--- src/rtl/vfg_pkg.sv ---
package vfg_pkg;
  localparam int REG_AW = 3;
  localparam int REG_DW = 8;

  localparam logic [REG_AW-1:0] A_CTRL   = 3'd0;
  localparam logic [REG_AW-1:0] A_FRONT  = 3'd1;
  localparam logic [REG_AW-1:0] A_BACK   = 3'd2;
  localparam logic [REG_AW-1:0] A_LPF_LO = 3'd3;
  localparam logic [REG_AW-1:0] A_LPF_HI = 3'd4;

  localparam int CTRL_EN_BIT   = 0;
  localparam int CTRL_RISE_BIT = 1;
  localparam int HI_UPD_BIT    = 7;
endpackage

--- src/rtl/vfg_regs.sv ---
module vfg_regs
  import vfg_pkg::*;
#(
  parameter int LINE_W = 12,
  parameter int FP_W   = 4,
  parameter int BP_W   = 8,
  parameter int FP_RST = 4,
  parameter int BP_RST = 16
) (
  input  logic              clk_i,
  input  logic              rst_ni,
  input  logic              we_i,
  input  logic              rd_i,
  input  logic [REG_AW-1:0] addr_i,
  input  logic [REG_DW-1:0] wdata_i,
  output logic [REG_DW-1:0] rdata_o,
  input  logic [LINE_W-1:0] lpf_i,
  input  logic              upd_set_i,
  output logic              en_o,
  output logic              rise_mode_o,
  output logic [FP_W-1:0]   fp_o,
  output logic [BP_W-1:0]   bp_o,
  output logic              upd_o
);
  localparam int HI_W = LINE_W - 8;

  logic [3:0] lpf_hi;

  always_comb begin
    lpf_hi = '0;
    lpf_hi[HI_W-1:0] = lpf_i[LINE_W-1:8];
  end

  always_ff @(posedge clk_i or negedge rst_ni) begin
    if (!rst_ni) begin
      en_o        <= 1'b0;
      rise_mode_o <= 1'b0;
      fp_o        <= FP_W'(FP_RST);
      bp_o        <= BP_W'(BP_RST);
    end else if (we_i) begin
      case (addr_i)
        A_CTRL: begin
          en_o        <= wdata_i[CTRL_EN_BIT];
          rise_mode_o <= wdata_i[CTRL_RISE_BIT];
        end
        A_FRONT: fp_o <= wdata_i[FP_W-1:0];
        A_BACK:  bp_o <= wdata_i[BP_W-1:0];
        default: ;
      endcase
    end
  end

  // set beats a clearing read in the same cycle
  always_ff @(posedge clk_i or negedge rst_ni) begin
    if (!rst_ni) upd_o <= 1'b0;
    else if (upd_set_i) upd_o <= 1'b1;
    else if (rd_i && addr_i == A_LPF_HI) upd_o <= 1'b0;
  end

  always_comb begin
    rdata_o = '0;
    case (addr_i)
      A_CTRL: begin
        rdata_o[CTRL_EN_BIT]   = en_o;
        rdata_o[CTRL_RISE_BIT] = rise_mode_o;
      end
      A_FRONT:  rdata_o = REG_DW'(fp_o);
      A_BACK:   rdata_o = REG_DW'(bp_o);
      A_LPF_LO: rdata_o = lpf_i[7:0];
      A_LPF_HI: begin
        rdata_o[3:0]       = lpf_hi;
        rdata_o[HI_UPD_BIT] = upd_o;
      end
      default: rdata_o = '0;
    endcase
  end
endmodule

--- src/rtl/vfg_vqual.sv ---
module vfg_vqual #(
  parameter int LINE_W  = 12,
  parameter int WID_MIN = 2,
  parameter int WID_MAX = 7,
  parameter int PER_MIN = 270000,
  parameter int PER_MAX = 1173913
) (
  input  logic              clk_i,
  input  logic              rst_ni,
  input  logic              hs_i,
  input  logic              vs_i,
  output logic              vs_rise_o,
  output logic              vs_fall_o,
  output logic              accept_o,
  output logic [LINE_W-1:0] line_o,
  output logic [LINE_W-1:0] lpf_o,
  output logic              have_o
);
  localparam int PER_W = $clog2(PER_MAX + 1);
  localparam int WID_W = $clog2(WID_MAX + 2);
  localparam logic [PER_W-1:0]  PER_SAT  = PER_W'(PER_MAX);
  localparam logic [WID_W-1:0]  WID_SAT  = WID_W'(WID_MAX + 1);
  localparam logic [LINE_W-1:0] LINE_SAT = '1;

  logic              vs_q;
  logic [PER_W-1:0]  per_cnt;
  logic              per_ok;
  logic [LINE_W-1:0] line_cnt;
  logic [LINE_W-1:0] cap_q;
  logic [WID_W-1:0]  width_q;
  logic              width_ok;

  assign vs_rise_o = vs_i & ~vs_q;
  assign vs_fall_o = ~vs_i & vs_q;
  assign width_ok  = (width_q >= WID_W'(WID_MIN)) && (width_q <= WID_W'(WID_MAX));
  assign accept_o  = vs_fall_o & per_ok & width_ok;
  assign line_o    = line_cnt;

  always_ff @(posedge clk_i or negedge rst_ni) begin
    if (!rst_ni) begin
      vs_q    <= 1'b0;
      per_cnt <= PER_SAT;
      per_ok  <= 1'b0;
    end else begin
      vs_q <= vs_i;
      if (vs_rise_o) begin
        per_cnt <= '0;
        // per_cnt holds period-1 here; saturation marks "no prior rise / too long"
        per_ok  <= (per_cnt >= PER_W'(PER_MIN - 1)) && (per_cnt < PER_SAT);
      end else if (per_cnt != PER_SAT) begin
        per_cnt <= per_cnt + 1'b1;
      end
    end
  end

  always_ff @(posedge clk_i or negedge rst_ni) begin
    if (!rst_ni) begin
      line_cnt <= '0;
      cap_q    <= '0;
      width_q  <= '0;
    end else if (vs_rise_o) begin
      line_cnt <= '0;
      cap_q    <= line_cnt;
      width_q  <= '0;
    end else if (hs_i) begin
      if (line_cnt != LINE_SAT) line_cnt <= line_cnt + 1'b1;
      if (vs_i && width_q != WID_SAT) width_q <= width_q + 1'b1;
    end
  end

  always_ff @(posedge clk_i or negedge rst_ni) begin
    if (!rst_ni) begin
      lpf_o  <= '0;
      have_o <= 1'b0;
    end else if (accept_o) begin
      lpf_o  <= cap_q;
      have_o <= 1'b1;
    end
  end
endmodule

--- src/rtl/vfg_field.sv ---
module vfg_field #(
  parameter int HCNT_W = 12
) (
  input  logic clk_i,
  input  logic rst_ni,
  input  logic hs_i,
  input  logic vs_rise_i,
  input  logic vs_fall_i,
  input  logic rise_mode_i,
  output logic field_o
);
  localparam logic [HCNT_W-1:0] H_SAT = '1;

  logic [HCNT_W-1:0] h_cnt;
  logic [HCNT_W-1:0] h_len;
  logic              h_seen;
  logic              edge_sel;

  assign edge_sel = rise_mode_i ? vs_rise_i : vs_fall_i;

  always_ff @(posedge clk_i or negedge rst_ni) begin
    if (!rst_ni) begin
      h_cnt  <= '0;
      h_len  <= '0;
      h_seen <= 1'b0;
    end else if (hs_i) begin
      h_cnt  <= '0;
      h_seen <= 1'b1;
      if (h_seen) h_len <= (h_cnt == H_SAT) ? H_SAT : h_cnt + 1'b1;
    end else if (h_cnt != H_SAT) begin
      h_cnt <= h_cnt + 1'b1;
    end
  end

  // h_cnt is offset-1; second half means offset > len/2
  always_ff @(posedge clk_i or negedge rst_ni) begin
    if (!rst_ni) field_o <= 1'b0;
    else if (edge_sel && h_len != '0) field_o <= (h_cnt >= (h_len >> 1));
  end
endmodule

--- src/rtl/vfg_blank.sv ---
module vfg_blank #(
  parameter int LINE_W = 12,
  parameter int FP_W   = 4,
  parameter int BP_W   = 8
) (
  input  logic              en_i,
  input  logic              have_i,
  input  logic [LINE_W-1:0] line_i,
  input  logic [LINE_W-1:0] lpf_i,
  input  logic [FP_W-1:0]   fp_i,
  input  logic [BP_W-1:0]   bp_i,
  output logic              vblank_o
);
  logic [LINE_W-1:0] fp_ext;
  logic [LINE_W-1:0] bp_ext;
  logic [LINE_W-1:0] start;
  logic              pre_win;
  logic              post_win;

  assign fp_ext   = LINE_W'(fp_i);
  assign bp_ext   = LINE_W'(bp_i);
  assign start    = (fp_ext > lpf_i) ? '0 : lpf_i - fp_ext;
  assign pre_win  = line_i >= start;
  assign post_win = line_i < bp_ext;
  assign vblank_o = en_i & have_i & (pre_win | post_win);
endmodule

--- src/rtl/vblank_field_gen.sv ---
module vblank_field_gen
  import vfg_pkg::*;
#(
  parameter int LINE_W  = 12,
  parameter int FP_W    = 4,
  parameter int BP_W    = 8,
  parameter int FP_RST  = 4,
  parameter int BP_RST  = 16,
  parameter int WID_MIN = 2,
  parameter int WID_MAX = 7,
  parameter int PER_MIN = 270000,
  parameter int PER_MAX = 1173913,
  parameter int HCNT_W  = 12
) (
  input  logic              clk_i,
  input  logic              rst_ni,
  input  logic              hs_i,
  input  logic              vs_i,
  input  logic              reg_we_i,
  input  logic              reg_rd_i,
  input  logic [REG_AW-1:0] reg_addr_i,
  input  logic [REG_DW-1:0] reg_wdata_i,
  output logic [REG_DW-1:0] reg_rdata_o,
  output logic              vblank_o,
  output logic              field_o
);
  logic              ctrl_en;
  logic              rise_mode;
  logic [FP_W-1:0]   fp;
  logic [BP_W-1:0]   bp;
  logic              upd_flag;
  logic              vs_rise;
  logic              vs_fall;
  logic              accept;
  logic [LINE_W-1:0] line_cnt;
  logic [LINE_W-1:0] lpf;
  logic              have;

  vfg_regs #(
    .LINE_W(LINE_W), .FP_W(FP_W), .BP_W(BP_W), .FP_RST(FP_RST), .BP_RST(BP_RST)
  ) u_regs (
    .clk_i       (clk_i),
    .rst_ni      (rst_ni),
    .we_i        (reg_we_i),
    .rd_i        (reg_rd_i),
    .addr_i      (reg_addr_i),
    .wdata_i     (reg_wdata_i),
    .rdata_o     (reg_rdata_o),
    .lpf_i       (lpf),
    .upd_set_i   (accept),
    .en_o        (ctrl_en),
    .rise_mode_o (rise_mode),
    .fp_o        (fp),
    .bp_o        (bp),
    .upd_o       (upd_flag)
  );

  vfg_vqual #(
    .LINE_W(LINE_W), .WID_MIN(WID_MIN), .WID_MAX(WID_MAX),
    .PER_MIN(PER_MIN), .PER_MAX(PER_MAX)
  ) u_vqual (
    .clk_i     (clk_i),
    .rst_ni    (rst_ni),
    .hs_i      (hs_i),
    .vs_i      (vs_i),
    .vs_rise_o (vs_rise),
    .vs_fall_o (vs_fall),
    .accept_o  (accept),
    .line_o    (line_cnt),
    .lpf_o     (lpf),
    .have_o    (have)
  );

  vfg_field #(.HCNT_W(HCNT_W)) u_field (
    .clk_i       (clk_i),
    .rst_ni      (rst_ni),
    .hs_i        (hs_i),
    .vs_rise_i   (vs_rise),
    .vs_fall_i   (vs_fall),
    .rise_mode_i (rise_mode),
    .field_o     (field_o)
  );

  vfg_blank #(.LINE_W(LINE_W), .FP_W(FP_W), .BP_W(BP_W)) u_blank (
    .en_i     (ctrl_en),
    .have_i   (have),
    .line_i   (line_cnt),
    .lpf_i    (lpf),
    .fp_i     (fp),
    .bp_i     (bp),
    .vblank_o (vblank_o)
  );
endmodule

--- config.mk ---
export PLATFORM = sky130hd
export DESIGN_NAME = vblank_field_gen
export DESIGN_NICKNAME = d
export VERILOG_FILES = /design/src/rtl/vfg_pkg.sv /design/src/rtl/vfg_regs.sv /design/src/rtl/vfg_vqual.sv /design/src/rtl/vfg_field.sv /design/src/rtl/vfg_blank.sv /design/src/rtl/vblank_field_gen.sv
export SDC_FILE = /design/constraint.sdc
export NUM_CORES = 1
export LEC_CHECK = 0
export ABC_AREA = 1
export BUFFER_PORTS_ARGS = -buffer_cell sky130_fd_sc_hd__buf_2
export CORE_UTILIZATION = 55
export DETAILED_ROUTE_END_ITERATION = 6
export PLACE_DENSITY = 0.75
export SETUP_SLACK_MARGIN = 0.5
export SYNTH_ARGS = -nofsm -noshare
export SYNTH_HDL_FRONTEND = slang
export SYNTH_SLANG_ARGS = --single-unit
--- constraint.sdc ---
create_clock -name clk_i -period 2.2 [get_ports clk_i]
set_input_delay 0 -clock clk_i [delete_from_list [all_inputs] [get_ports clk_i]]
set_output_delay 0 -clock clk_i [all_outputs]
set_load 0.01 [all_outputs]
==> key figures <==
Drt
  • Vias/cell: about 5.6
  • 1st-pass router iterations: 7
  • Final WL: between 15,000 and 20,000 um
  • DR WL/cell: 15.4 um
  • Detail Route Antenna Nets: 0
  • Vias: around 6,300
  • 1st-iter DRT viols: slightly above 700
  • DRC: 6

Timing
  • Skew final: just under 6 ps
  • Number of setup violations in the final report: 1
  • Fin Hold WS: 32.1 ps
  • Fmax: 0.321 GHz
  • Post-route setup slack: -914 ps
  • Slew @ Worst Pin: approximately 630 ps
  • Final period util: 142%
  • Unrepaired setup endpoints after global routing: true
  • Max_slew headroom: between 50% and 60%
  • Hold Fails Final Rpt: 0
  • Final Max Tran Viols: 0
  • Clock period minus worst slack: about 3100 ps

GRT
  • Grt met3 use: 5.74%
  • Vias in the first global route: about 5,700
  • GRT busiest layer: met2
  • Initial antenna violation count: 0
  • Met2 Track Usage GR: 44.9%
  • Gr usage total: 28.1%
  • Met1 Usage GRT: 38.0%
  • Pin count of the biggest net entering global routing: 50
  • Global route overflow: 0
  • First-pass GRT wire length: around 28,000 um

Power
  • Leak Pwr: between 4 and 5 nW
  • Peak VDD IR: ~0.39 mV
  • Power Dens Cells: roughly 660 nW/um^2

Clocking
  • CTS root buffer: clkbuf_16
  • Later-pin clock latency in the skew report: 360 ps
  • CTS tree: built
  • Clock Path Buffers: 2
  • H-tree depth: 3
  • Clock-pin slew on the worst setup and hold paths: 70 ps
  • Clock sinks: between 100 and 150
  • CTS Buf Count: 9

Placement
  • Routability cong.: approximately 0.88
  • Dpl hpwl: between 10,000 and 15,000 um
  • Dpl cells: around 1,100
  • Port Buffers: 26

Synth
  • Register area share after synthesis: between 40% and 50%
  • Post-synthesis register bit count: around 110
  • Mapped cell area: roughly 6600 um^2
  • Post-synth ARST share: 100%
  • Syn Inst Count: between 800 and 900
  • Post-synth EDFFs: 0
  • Syn Nets: between 900 and 1,000
  • Average size of a mapped cell: around 7.4 um^2
  • Synthesis warning total: 0
  • Prevailing post-synth register cell: dfrtp_1
  • Library cells used by synthesis: 44

Finish
  • Commonest cells after routing, fill and taps aside: nand2_1, inv_1, nor2_1, dfrtp_1, o21ai_0
  • Most common cell after layout, fill and taps aside: nand2_1
  • Area grow syn2layout: 24.1%
  • Cell Count, Final, Fillers Out: between 1,000 and 1,500
  • Nets@finish: between 1,000 and 1,500
  • Fillers: between 800 and 900
  • ANT cells: 0
  • Layout cells sized above 1: between 20% and 30%

Worst setup path
  • Critical setup path kind: flip-flop to output pin
  • Worst setup endpoint: vblank_o
  • Reg2reg setup slack: approximately 550 ps
  • Critical Path Sink Type: output pin
  • Origin of the critical flop-to-flop path: u_vqual.per_cnt[0]
  • Cell count of the worst reg-to-reg path: 7
  • CP max FO: 4
  • Setup crit start kind: flip-flop
  • Worst EP required: between 2000 and 2500 ps
  • FF-to-FF End: u_vqual.per_cnt[17]
  • Critical path startpoint: u_regs.fp_o[2]
  • Worst Path Arrival: about 3100 ps

Floorplan
  • Die ar.: between 10,000 and 15,000 um^2
  • Core ar.: roughly 12,000 um^2
  • Die Y-Extent: 111 um
  • Initial Util: between 50% and 60%
  • I/O pin cnt: 27
  • Die W: about 110 um
  • Row count: 39

Flow run
  • Max cap viols: 0

Hold path
  • Hold Crit Class: input pin to flip-flop

Status
  • Outcome: finished with violations
  • Failing checks: DRC, setup timing
-- worst max-delay path, stage by stage (launching register included) --
cell and delay [ps]:
dfstp_2 550, inv_2 50, ha_4 240, a21oi_2 180, nand2_2 90, nand2_2 80
nand2_1 100, nor2_4 180, nand2_1 120, nand2_2 100, nand3_4 90, ha_4 280
nand2_2 50, nor2_2 130, and2_4 160, nand2_2 40, nand4_1 70, nor2_2 60
nor2_2 70, buf_2 120
-- how the worst min path moves through the flow --
stage,startpoint,endpoint,slack [ps],cells past startpoint
floorplan,rst_ni,u_field.field_o,-300,0
global placement,rst_ni,u_vqual.per_cnt[10],60,1
detailed placement,rst_ni,u_vqual.per_cnt[10],60,1
CTS,reg_we_i,u_regs.en_o,10,3
global route,reg_we_i,u_regs.en_o,50,3
finish,reg_we_i,u_regs.en_o,30,3
-- metrics by stage --
stage / utilization, % / setup TNS (ps) / power, W / setup slack (ps) / instance area (um^2)
6_report: 70.7 / -914 / 0.00541 / -914 / 8150
5_1_grt: 70.7 / -1020 / 0.00569 / -1020 / 8150
4_1_cts: 67.6 / -752 / 0.00523 / -752 / 7780
2_1_floorplan: - / -176 / 0.00296 / -176 / 6630
3_5_place_dp: 61.7 / -577 / 0.00335 / -577 / 7100
3_3_place_gp: 61.7 / -474 / 0.00331 / -474 / 7100
-- Yosys cell counts, types with 2 or more instances --
library cell / count / area [um^2]
o21ai_0: 65 / 325
nand3_1: 56 / 280
dfrtp_1: 92 / 2300
a21oi_1: 45 / 225
xor2_1: 5 / 43.8
or2_2: 5 / 31.3
buf_2: 4 / 20.0
dfstp_2: 13 / 342
nand2_4: 4 / 45.0
inv_1: 127 / 477
ha_1: 41 / 513
o21ai_2: 4 / 35.0
inv_2: 4 / 15.0
nor2_1: 100 / 375
nor2_2: 6 / 37.5
o2111ai_1: 2 / 17.5
a21o_1: 2 / 15.0
nor2_4: 4 / 45.0
a31oi_1: 10 / 62.6
nand4_1: 17 / 106
nand2_1: 223 / 837
nand3b_1: 4 / 30.0
clkbuf_1: 9 / 33.8
nand2_2: 7 / 43.8
nor3_1: 12 / 60.1
o22ai_1: 5 / 31.3
o31ai_1: 2 / 15.0
o21ai_1: 4 / 20.0
-- sequential cells by signal (all words and copies together), names as in the netlist, 4 cells and up --
name and count:
u_regs.fp_o 4, u_regs.bp_o 8, u_vqual.width_q 4, u_vqual.per_cnt 21, u_vqual.cap_q 12, u_field.h_cnt 12, u_field.h_len 12, u_vqual.line_o 12
u_vqual.lpf_o 12
-- power by group --
| part | total (W) | internal (W) | switching (W) | leakage [nW] |
|---|---|---|---|---|
| Combinational | 0.00142 | 0.000612 | 0.000807 | 2.65 |
| Clock | 0.00169 | 0.000906 | 0.000783 | 0.147 |
| Sequential | 0.00230 | 0.00212 | 0.000188 | 1.31 |
| Total | 0.00541 | 0.00363 | 0.00178 | 4.10 |
-- area by class of cell --
type / instances / area, um^2 / area share (%)
sequential: 105 / 2650 / 32.5
multi-input combinational: 640 / 3830 / 47.0
inverter: 131 / 492 / 6.04
clock buffer: 9 / 225 / 2.76
tap: 143 / 179 / 2.20
timing repair buffer: 92 / 686 / 8.42
clock inverter: 7 / 90.1 / 1.11
-- routing by layer --
layer  vias up  routed length [um]
met4         0                 403
met1      2936                7640
li1       3062                   -
met3        34                1140
met2       246                8150
met5         -                   0
-- kinds of logic after synthesis --
kind of cell               Yosys count  synth area share, %
buffers and inverters              146                 8.73
xor gates and xnor gates             6                0.800
AOI/OAI and AO/OA                  145                 12.3
DFF                                105                 40.3
adders and majority gates           42                 8.12
and+or+nand+nor                    444                 29.8
-- timing repair --
action | 4_1_cts | 5_1_grt
gates cloned | 1 | 2
hold buffers | 12 | 0
buffers inserted | 5 | 19
endpoints found under the setup margin | 6 | 50
resized for setup | 39 | 46
pin swaps | 22 | 27
hold endpoints to repair | 56 | 0
Power figures use the tool's default switching activity.
